==> config.mk <==
export PLATFORM = sky130hd
export DESIGN_NAME = brom_burst_ctrl
export DESIGN_NICKNAME = d
export VERILOG_FILES = /design/src/rtl/brom_pkg.sv /design/src/rtl/brom_wait_ctr.sv /design/src/rtl/brom_beat_ctr.sv /design/src/rtl/brom_assemble.sv /design/src/rtl/brom_burst_ctrl.sv
export SDC_FILE = /design/constraint.sdc
export NUM_CORES = 1
export LEC_CHECK = 0
export CAP_MARGIN = 0
export CORE_UTILIZATION = 50
export DETAILED_ROUTE_END_ITERATION = 8
export DONT_BUFFER_PORTS = 1
export GPL_TIMING_DRIVEN = 0
export HOLD_SLACK_MARGIN = 0.03
export PLACE_DENSITY_LB_ADDON = 0.15
export SLEW_MARGIN = 20
export SYNTH_ARGS = -nofsm -noshare
export SYNTH_HDL_FRONTEND = slang
export SYNTH_HIERARCHICAL = 1
export SYNTH_SLANG_ARGS = --single-unit
==> constraint.sdc <==
create_clock -name clk -period 2.55 [get_ports clk]
set_input_delay 0.255 -clock clk [delete_from_list [all_inputs] [get_ports clk]]
set_output_delay 0.255 -clock clk [all_outputs]
set_load 0.01 [all_outputs]
==> src/rtl/brom_pkg.sv <==
package brom_pkg;

    typedef enum logic [3:0] {
        ST_IDLE,
        ST_T1,
        ST_TW,
        ST_T2B,
        ST_TWB,
        ST_T2,
        ST_WT1,
        ST_WTW,
        ST_WT2,
        ST_CFGERR
    } brom_state_e;

    localparam logic [1:0] BUSW_8    = 2'd0;
    localparam logic [1:0] BUSW_16   = 2'd1;
    localparam logic [1:0] BUSW_32   = 2'd2;
    localparam logic [1:0] BUSW_RSVD = 2'd3;

    localparam logic [1:0] SZ_BYTE = 2'd0;
    localparam logic [1:0] SZ_HALF = 2'd1;
    localparam logic [1:0] SZ_WORD = 2'd2;
    localparam logic [1:0] SZ_LINE = 2'd3;

endpackage

==> src/rtl/brom_wait_ctr.sv <==
module brom_wait_ctr #(
    parameter int W = 4
) (
    input  logic         clk,
    input  logic         rst_n,
    input  logic         load,
    input  logic [W-1:0] load_val,
    input  logic         dec,
    output logic [W-1:0] cnt,
    output logic         is_zero
);

    logic [W-1:0] cnt_q;

    always_ff @(posedge clk or negedge rst_n) begin
        if (!rst_n) begin
            cnt_q <= '0;
        end else if (load) begin
            cnt_q <= load_val;
        end else if (dec && cnt_q != '0) begin
            cnt_q <= cnt_q - 1'b1;
        end
    end

    assign cnt     = cnt_q;
    assign is_zero = (cnt_q == '0);

    // the sequencer never asks for a decrement once the count is spent
    a_r3_no_underflow: assert property (@(posedge clk) disable iff (!rst_n)
        (dec && !load) |-> (cnt_q != '0));

endmodule

==> src/rtl/brom_beat_ctr.sv <==
module brom_beat_ctr #(
    parameter int ADDR_W     = 32,
    parameter int IDX_W      = 3,
    parameter int WIDE_STEP  = 4,
    parameter int NARROW_STEP = 2
) (
    input  logic              clk,
    input  logic              rst_n,
    input  logic              start,
    input  logic [ADDR_W-1:0] start_addr,
    input  logic              wide,
    input  logic              adv,
    output logic [IDX_W-1:0]  idx,
    output logic [ADDR_W-1:0] addr
);

    logic [IDX_W-1:0]  idx_q;
    logic [ADDR_W-1:0] addr_q;
    logic              wide_q;

    always_ff @(posedge clk or negedge rst_n) begin
        if (!rst_n) begin
            idx_q  <= '0;
            addr_q <= '0;
            wide_q <= 1'b0;
        end else if (start) begin
            idx_q  <= '0;
            addr_q <= start_addr;
            wide_q <= wide;
        end else if (adv) begin
            idx_q  <= idx_q + 1'b1;
            addr_q <= addr_q + (wide_q ? ADDR_W'(WIDE_STEP) : ADDR_W'(NARROW_STEP));
        end
    end

    assign idx  = idx_q;
    assign addr = addr_q;

    // each advance moves the address by exactly one bus width
    a_r10_addr_step: assert property (@(posedge clk) disable iff (!rst_n)
        (adv && !start) |=> ((addr_q - $past(addr_q)) ==
                             (wide_q ? ADDR_W'(WIDE_STEP) : ADDR_W'(NARROW_STEP))));

endmodule

==> src/rtl/brom_assemble.sv <==
module brom_assemble #(
    parameter int DATA_W = 32,
    parameter int LINE_W = 128,
    parameter int IDX_W  = 3
) (
    input  logic              clk,
    input  logic              rst_n,
    input  logic              clear,
    input  logic              capture,
    input  logic              wide,
    input  logic [IDX_W-1:0]  idx,
    input  logic [IDX_W:0]    keep_n,
    input  logic [DATA_W-1:0] din,
    output logic [LINE_W-1:0] line
);

    localparam int HALF_W = DATA_W / 2;
    localparam int NSLOT  = LINE_W / HALF_W;

    logic [HALF_W-1:0] slot_q [NSLOT];
    logic              keep_beat;

    assign keep_beat = capture && ({1'b0, idx} < keep_n);

    for (genvar k = 0; k < NSLOT; k++) begin : g_slot
        logic hit;
        logic [HALF_W-1:0] src;
        assign hit = wide ? (int'(idx) == k / 2) : (int'(idx) == k);
        assign src = wide ? din[(k % 2) * HALF_W +: HALF_W] : din[HALF_W-1:0];

        always_ff @(posedge clk or negedge rst_n) begin
            if (!rst_n) begin
                slot_q[k] <= '0;
            end else if (clear) begin
                slot_q[k] <= '0;
            end else if (keep_beat && hit) begin
                slot_q[k] <= src;
            end
        end

        assign line[k * HALF_W +: HALF_W] = slot_q[k];
    end

    // on the wide bus only the first LINE_W/DATA_W beat slots exist
    a_r2_wide_index: assert property (@(posedge clk) disable iff (!rst_n)
        (capture && wide) |-> (int'(idx) < LINE_W / DATA_W));

endmodule

==> src/rtl/brom_burst_ctrl.sv <==
module brom_burst_ctrl
    import brom_pkg::*;
#(
    parameter int ADDR_W     = 32,
    parameter int DATA_W     = 32,
    parameter int LINE_BYTES = 16,
    parameter int FW_W       = 4,
    parameter int BW_W       = 2
) (
    input  logic                      clk,
    input  logic                      rst_n,
    input  logic                      req_valid,
    output logic                      req_ready,
    input  logic                      req_write,
    input  logic [1:0]                req_size,
    input  logic [ADDR_W-1:0]         req_addr,
    input  logic [DATA_W-1:0]         req_wdata,
    input  logic [1:0]                cfg_bus_w,
    input  logic [FW_W-1:0]           cfg_first_wait,
    input  logic [BW_W-1:0]           cfg_beat_wait,
    output logic                      rsp_done,
    output logic                      rsp_cfg_err,
    output logic [LINE_BYTES*8-1:0]   rsp_rdata,
    output logic                      rom_cs_n,
    output logic                      rom_rd_n,
    output logic                      rom_bs_n,
    output logic                      rom_we_n,
    output logic [ADDR_W-1:0]         rom_addr,
    output logic [DATA_W-1:0]         rom_dout,
    input  logic [DATA_W-1:0]         rom_din,
    input  logic                      rom_wait
);

    localparam int LINE_W       = LINE_BYTES * 8;
    localparam int HALF_W       = DATA_W / 2;
    localparam int WIDE_BYTES   = DATA_W / 8;
    localparam int NARROW_BYTES = HALF_W / 8;
    localparam int BEATS_WIDE   = LINE_W / DATA_W;
    localparam int BEATS_NARROW = LINE_W / HALF_W;
    localparam int IDX_W        = $clog2(BEATS_NARROW);

    brom_state_e state_q, state_d;

    logic              accept;
    logic              wr_q, wide_q;
    logic [FW_W-1:0]   fw_q;
    logic [BW_W-1:0]   bw_q;
    logic [IDX_W:0]    keep_q;
    logic [DATA_W-1:0] wdata_q;
    logic [IDX_W-1:0]  last_idx;
    logic              done_q, err_q;

    logic              wc_load, wc_dec, wc_zero;
    logic [FW_W-1:0]   wc_val, wc_cnt;
    logic [IDX_W-1:0]  beat_idx;
    logic [ADDR_W-1:0] beat_addr, start_addr;
    logic              req_wide, bus_ok;

    function automatic logic [IDX_W:0] keep_beats(input logic [1:0] sz, input logic wd);
        int bytes;
        int per;
        unique case (sz)
            SZ_BYTE: bytes = 1;
            SZ_HALF: bytes = 2;
            SZ_WORD: bytes = 4;
            default: bytes = LINE_BYTES;
        endcase
        per = wd ? WIDE_BYTES : NARROW_BYTES;
        return (IDX_W+1)'((bytes + per - 1) / per);
    endfunction

    assign accept   = req_valid && (state_q == ST_IDLE);
    assign req_wide = (cfg_bus_w == BUSW_32);
    assign bus_ok   = (cfg_bus_w == BUSW_16) || (cfg_bus_w == BUSW_32);
    assign last_idx = wide_q ? IDX_W'(BEATS_WIDE - 1) : IDX_W'(BEATS_NARROW - 1);

    always_comb begin
        if (req_write) begin
            start_addr = req_addr;
        end else if (req_wide) begin
            start_addr = req_addr & ~ADDR_W'(WIDE_BYTES - 1);
        end else begin
            start_addr = req_addr & ~ADDR_W'(NARROW_BYTES - 1);
        end
    end

    // request capture
    always_ff @(posedge clk or negedge rst_n) begin
        if (!rst_n) begin
            wr_q    <= 1'b0;
            wide_q  <= 1'b0;
            fw_q    <= '0;
            bw_q    <= '0;
            keep_q  <= '0;
            wdata_q <= '0;
        end else if (accept) begin
            wr_q    <= req_write;
            wide_q  <= req_wide;
            fw_q    <= cfg_first_wait;
            bw_q    <= cfg_beat_wait;
            keep_q  <= keep_beats(req_size, req_wide);
            wdata_q <= req_wdata;
        end
    end

    // state register
    always_ff @(posedge clk or negedge rst_n) begin
        if (!rst_n) begin
            state_q <= ST_IDLE;
        end else begin
            state_q <= state_d;
        end
    end

    // next state
    always_comb begin
        state_d = state_q;
        unique case (state_q)
            ST_IDLE: begin
                if (accept) begin
                    if (req_write)    state_d = ST_WT1;
                    else if (!bus_ok) state_d = ST_CFGERR;
                    else              state_d = ST_T1;
                end
            end
            ST_T1:  state_d = (fw_q == '0 && !rom_wait) ? ST_T2B : ST_TW;
            ST_TW:  if (wc_zero && !rom_wait) state_d = ST_T2B;
            ST_T2B: begin
                if (bw_q != '0)                     state_d = ST_TWB;
                else if (beat_idx + 1'b1 == last_idx) state_d = ST_T2;
                else                                state_d = ST_T2B;
            end
            ST_TWB: if (wc_zero) state_d = (beat_idx == last_idx) ? ST_T2 : ST_T2B;
            ST_T2:  state_d = ST_IDLE;
            ST_WT1: state_d = (fw_q == '0 && !rom_wait) ? ST_WT2 : ST_WTW;
            ST_WTW: if (wc_zero && !rom_wait) state_d = ST_WT2;
            ST_WT2: state_d = ST_IDLE;
            ST_CFGERR: state_d = ST_IDLE;
            default: state_d = ST_IDLE;
        endcase
    end

    // outputs decoded from the state
    always_comb begin
        rom_cs_n = 1'b1;
        rom_rd_n = 1'b1;
        rom_bs_n = 1'b1;
        rom_we_n = 1'b1;
        unique case (state_q)
            ST_T1:  begin rom_cs_n = 1'b0; rom_rd_n = 1'b0; rom_bs_n = 1'b0; end
            ST_TW, ST_T2B, ST_TWB, ST_T2: begin
                rom_cs_n = 1'b0; rom_rd_n = 1'b0;
            end
            ST_WT1: begin rom_cs_n = 1'b0; rom_bs_n = 1'b0; end
            ST_WTW, ST_WT2: begin rom_cs_n = 1'b0; rom_we_n = 1'b0; end
            default: ;
        endcase
    end

    // wait counter control
    assign wc_load = (state_q == ST_T1) || (state_q == ST_WT1) ||
                     (state_q == ST_T2B && bw_q != '0);
    assign wc_val  = (state_q == ST_T2B) ? (FW_W'(bw_q) - 1'b1) :
                     ((fw_q == '0) ? '0 : fw_q - 1'b1);
    assign wc_dec  = ((state_q == ST_TW) || (state_q == ST_WTW) ||
                      (state_q == ST_TWB)) && !wc_zero;

    brom_wait_ctr #(.W(FW_W)) u_wait (
        .clk      (clk),
        .rst_n    (rst_n),
        .load     (wc_load),
        .load_val (wc_val),
        .dec      (wc_dec),
        .cnt      (wc_cnt),
        .is_zero  (wc_zero)
    );

    brom_beat_ctr #(
        .ADDR_W      (ADDR_W),
        .IDX_W       (IDX_W),
        .WIDE_STEP   (WIDE_BYTES),
        .NARROW_STEP (NARROW_BYTES)
    ) u_beat (
        .clk        (clk),
        .rst_n      (rst_n),
        .start      (accept),
        .start_addr (start_addr),
        .wide       (req_wide),
        .adv        (state_q == ST_T2B),
        .idx        (beat_idx),
        .addr       (beat_addr)
    );

    brom_assemble #(
        .DATA_W (DATA_W),
        .LINE_W (LINE_W),
        .IDX_W  (IDX_W)
    ) u_asm (
        .clk     (clk),
        .rst_n   (rst_n),
        .clear   (accept),
        .capture ((state_q == ST_T2B) || (state_q == ST_T2)),
        .wide    (wide_q),
        .idx     (beat_idx),
        .keep_n  (keep_q),
        .din     (rom_din),
        .line    (rsp_rdata)
    );

    // completion
    always_ff @(posedge clk or negedge rst_n) begin
        if (!rst_n) begin
            done_q <= 1'b0;
            err_q  <= 1'b0;
        end else begin
            done_q <= (state_q == ST_T2) || (state_q == ST_WT2) || (state_q == ST_CFGERR);
            err_q  <= (state_q == ST_CFGERR);
        end
    end

    assign req_ready   = (state_q == ST_IDLE);
    assign rsp_done    = done_q;
    assign rsp_cfg_err = err_q;
    assign rom_addr    = beat_addr;
    assign rom_dout    = wdata_q;

    // one request in flight
    a_r1_one_in_flight: assert property (@(posedge clk) disable iff (!rst_n)
        (req_valid && req_ready) |=> !req_ready);

    // bus start lasts a single cycle
    a_r5_bs_one_cycle: assert property (@(posedge clk) disable iff (!rst_n)
        !rom_bs_n |=> rom_bs_n);

    // done is a pulse
    a_r11_done_pulse: assert property (@(posedge clk) disable iff (!rst_n)
        rsp_done |=> !rsp_done);

    // an error completion follows a cycle with no chip select
    a_r8_err_no_bus: assert property (@(posedge clk) disable iff (!rst_n)
        rsp_cfg_err |-> (rsp_done && $past(rom_cs_n)));

    // the final beat is the last one of the burst
    a_r2_last_beat: assert property (@(posedge clk) disable iff (!rst_n)
        (state_q == ST_T2) |-> (beat_idx == last_idx));

    // a spent beat-wait count always moves to data, whatever rom_wait does
    a_r7_beat_wait_exit: assert property (@(posedge clk) disable iff (!rst_n)
        (state_q == ST_TWB && wc_zero) |=> (state_q == ST_T2B || state_q == ST_T2));

    // a write never asserts the read strobe
    a_r9_write_no_read: assert property (@(posedge clk) disable iff (!rst_n)
        !rom_we_n |-> rom_rd_n);

endmodule

==> flow_summary.toml <==
[outcome]
status = "finished with violations"
violations = "hold timing, setup timing"

[yosys]
synth_edf_count = 0
synth_top_area_cell = "dfrtp_1"
synth_top_family_by_area = "simple AND/OR/NAND/NOR gates"
yosys-top-cells-area = "dfrtp_1, mux2i_1, nand2b_1, nand2_1, ha_1"
seq_area_frac_synth = 0.454
synthMostInstantiatedCell = "dfrtp_1"
yosysWarnings = 6
syn_avg_cell_area_sq_um = 9.82
synth-xor-area-share = 0.0147
yosys.area_share.simple = 0.242
synthArstFlopShare = 1.00
synth_compound_area_frac = 0.0948
yosysUniqueCellTypes = 86
synth_fa_ha_area_frac = 0.0247
synth-main-ff-cell = "dfrtp_1"
synth_top_area_share = 0.454
ys_top_cells_by_count = "dfrtp_1, nand2_1, nand2b_1"
syn-num-nets = 1351
netlist_area_sq_um = 12000
synth-seq-cells = 217
synthMuxAreaShare = 0.127
syn_inst = 1217

[placed_design]
dp_hpwl_mm = 23.8
place_congestion = 0.870
port_buffers = 0

[cts]
cts_made_buffers = 26
clock-root-buffer = "clkbuf_16"
cts_sinks = 217
clock_latency_ns = 0.53
cts_max_path_buffers = 3
holdBufCountCts = 88
clk_pin_slew_ns = 0.06
h-tree-depth = 1
cts_tree = "done"

[worst_setup_path]
startpoint_type = "input pin"
worstSetupEndpoint = "keep_q[0]"
worst_r2r_path_depth = 7
rr_endpoint = "keep_q[0]"
worstPathRequired_ns = 2.94
rrSetupSlack_ns = -0.09
arrival_ns = 4.01
crit_start = "req_size[1]"
worstSetupPathType = "in -> reg"
worstPathMaxFanout = 4
worstReg2RegStart = "state_q[0]"
critPathCaptureType = "register"

[global_route]
globalRouteTotalUtil = 0.278
antenna_found_initial = 0
grt_max_degree = 218
grt_pass1_wl_mm = 53.3
grt_pass1_vias = 9608
grt_overflow = 0

[routing]
met2_length_mm = 16.7
final_antenna_net_count = 0
vias_per_cell = 5.70
maxUsedRoutingLayer = "met4"
route.met3.wl_mm = 2.78
dr.pass1.iters = 5
wl_per_cell_um = 20.4
wl_mm = 34.3
wl_met1_mm = 14.0
initialDrtViolationCount = 675
drcViolationCount = 0
num_vias = 9597

[timing]
finalCritPeriodShare = 1.42
setup_viol = 3
slew_headroom = 0.544
max_freq_mhz = 276
holdWs_ns = -0.567
worst_slack_ns = -1.07
final_hold_viol_count = 217
drv_slew = 0
period_needed_ns = 3.62
finClkSkew_ns = 0.0139
worstMarginPinSlew_ns = 0.684
rsz0062_at_grt = "yes"

[pwr]
switching_share = 0.400
intPower_mw = 9.22
peakVddDrop_v = 0.000658
power_density_nw_per_um2 = 1050
clkPwrFrac = 0.240
seqPwrFrac = 0.412
finalPower_mw = 15.4
p_leak_nw = 7.03
switchingPower_mw = 6.14
p_comb_frac = 0.348

[floorplanning]
fp.dieW_um = 157
core_area_sq_um = 23500
die-area_sq_um = 24500
io_pins = 310
initial_utilization = 0.509
num_rows = 56
fp.dieH_um = 157

[finish]
drive_gt1_frac = 0.136
n_antenna_cell = 0
area_growth_pct = 22.2
nets = 1483

[hold_path]
worstHoldPathType = "in -> async"

[flow_run]
maxCapViolCount = 0
-- sequential cells by signal (all words and copies together) (netlist names), 2 cells and up --
register	count
u_wait/cnt	4
u_beat/addr	32
u_asm/line	128
rom_dout	32
keep_q	4
bw_q	2
state_q	4
fw_q	4
u_beat/idx	3
-- cells in the final DEF (no fill, tap or decap), drive strengths merged, types with 14 or more instances in the layout --
cell	netlist	routed
a31oi	22	22
nand3	29	29
xor2	15	15
clkbuf	43	75
or2	16	16
inv	25	26
dlygate4sd3	0	88
o21ai	50	50
a21oi	26	26
or3	16	16
nor3	14	14
or4	17	17
ha	22	22
buf	33	55
nand2b	150	150
nand2	172	172
nor2	54	54
mux2i	148	148
dfrtp	217	217
-- worst min-delay path by stage --
| stage | cells past startpoint | from | endpoint |
|---|---|---|---|
| final | 0 | rst_n | rom_dout[16] |
| after global routing | 0 | rst_n | u_asm/line[60] |
| after CTS | 0 | rst_n | rom_dout[17] |
| after detailed placement | 0 | rst_n | u_asm/line[60] |
| after global placement | 0 | rst_n | u_asm/line[56] |
| after floorplan | 0 | rst_n | bw_q[0] |
-- power groups by stage --
stage	combinational, mW	sequential [mW]	clock, mW
2_1_floorplan	3.91	5.88	0
3_3_place_gp	4.89	6.29	0
3_5_place_dp	5.02	6.31	0
4_1_cts	5.27	6.32	3.76
5_1_grt	5.95	6.49	3.90
6_report	5.34	6.33	3.68
-- critical path, cell delays in order --
cell and delay, ns:
buf_12 0.07, or2b_4 0.27, ha_4 0.26, inv_2 0.03, ha_4 0.26, a21oi_4 0.05
and2_4 0.15, inv_8 0.05, ha_4 0.19, a21o_1 0.20, o41a_1 0.32, o311a_1 0.35
o21ai_4 0.28, o22ai_4 0.12, a2111oi_4 0.43, buf_4 0.18, o211a_1 0.13, a211oi_1 0.04
a211oi_1 0.23, a31oi_1 0.12
-- logic make-up after synthesis --
family,Yosys count
muxes,151
xor gates and xnor gates,20
DFF,217
other,1
AOI/OAI and AO/OA,168
buffers and inverters,102
and+or+nand+nor,535
adders and majority gates,23
-- metrics by stage --
stage	setup slack [ns]	instances	setup TNS [ns]	util	area (sq um)
after floorplan	-1.27	1217	-2.57	-	12100
after detailed placement	-2.14	1536	-151.86	0.533	12500
after global routing	-1.14	1684	-2.44	0.622	14600
after global placement	-2.12	1536	-151.24	0.533	12500
after CTS	-0.968	1678	-1.81	0.618	14500
final	-1.07	1684	-2.21	0.622	14600
-- per-layer routing --
| metal | global-route usage | up-vias |
|---|---|---|
| met5 | 0 | - |
| met2 | 0.478 | 323 |
| li1 | - | 4506 |
| met3 | 0.0695 | 60 |
| met4 | 0.0747 | 0 |
| met1 | 0.346 | 4708 |
-- area by class of cell --
class	count	area (sq um)
buffer	72	500
clock buffer	38	797
clock inverter	6	65.1
fill	1954	8870
inverter	26	138
multi-input combinational	898	6240
sequential	217	5430
tap	319	399
timing repair buffer	108	1030
-- what timing repair did --
item | 4_1_cts | 5_1_grt
setup buffers | 13 | 7
resized for setup | 56 | 15
endpoints found under the setup margin | 180 | 166
pin swaps | 15 | 7
endpoints found under the hold margin | 353 | 217
No activity file was read; power rests on OpenSTA's default activity.
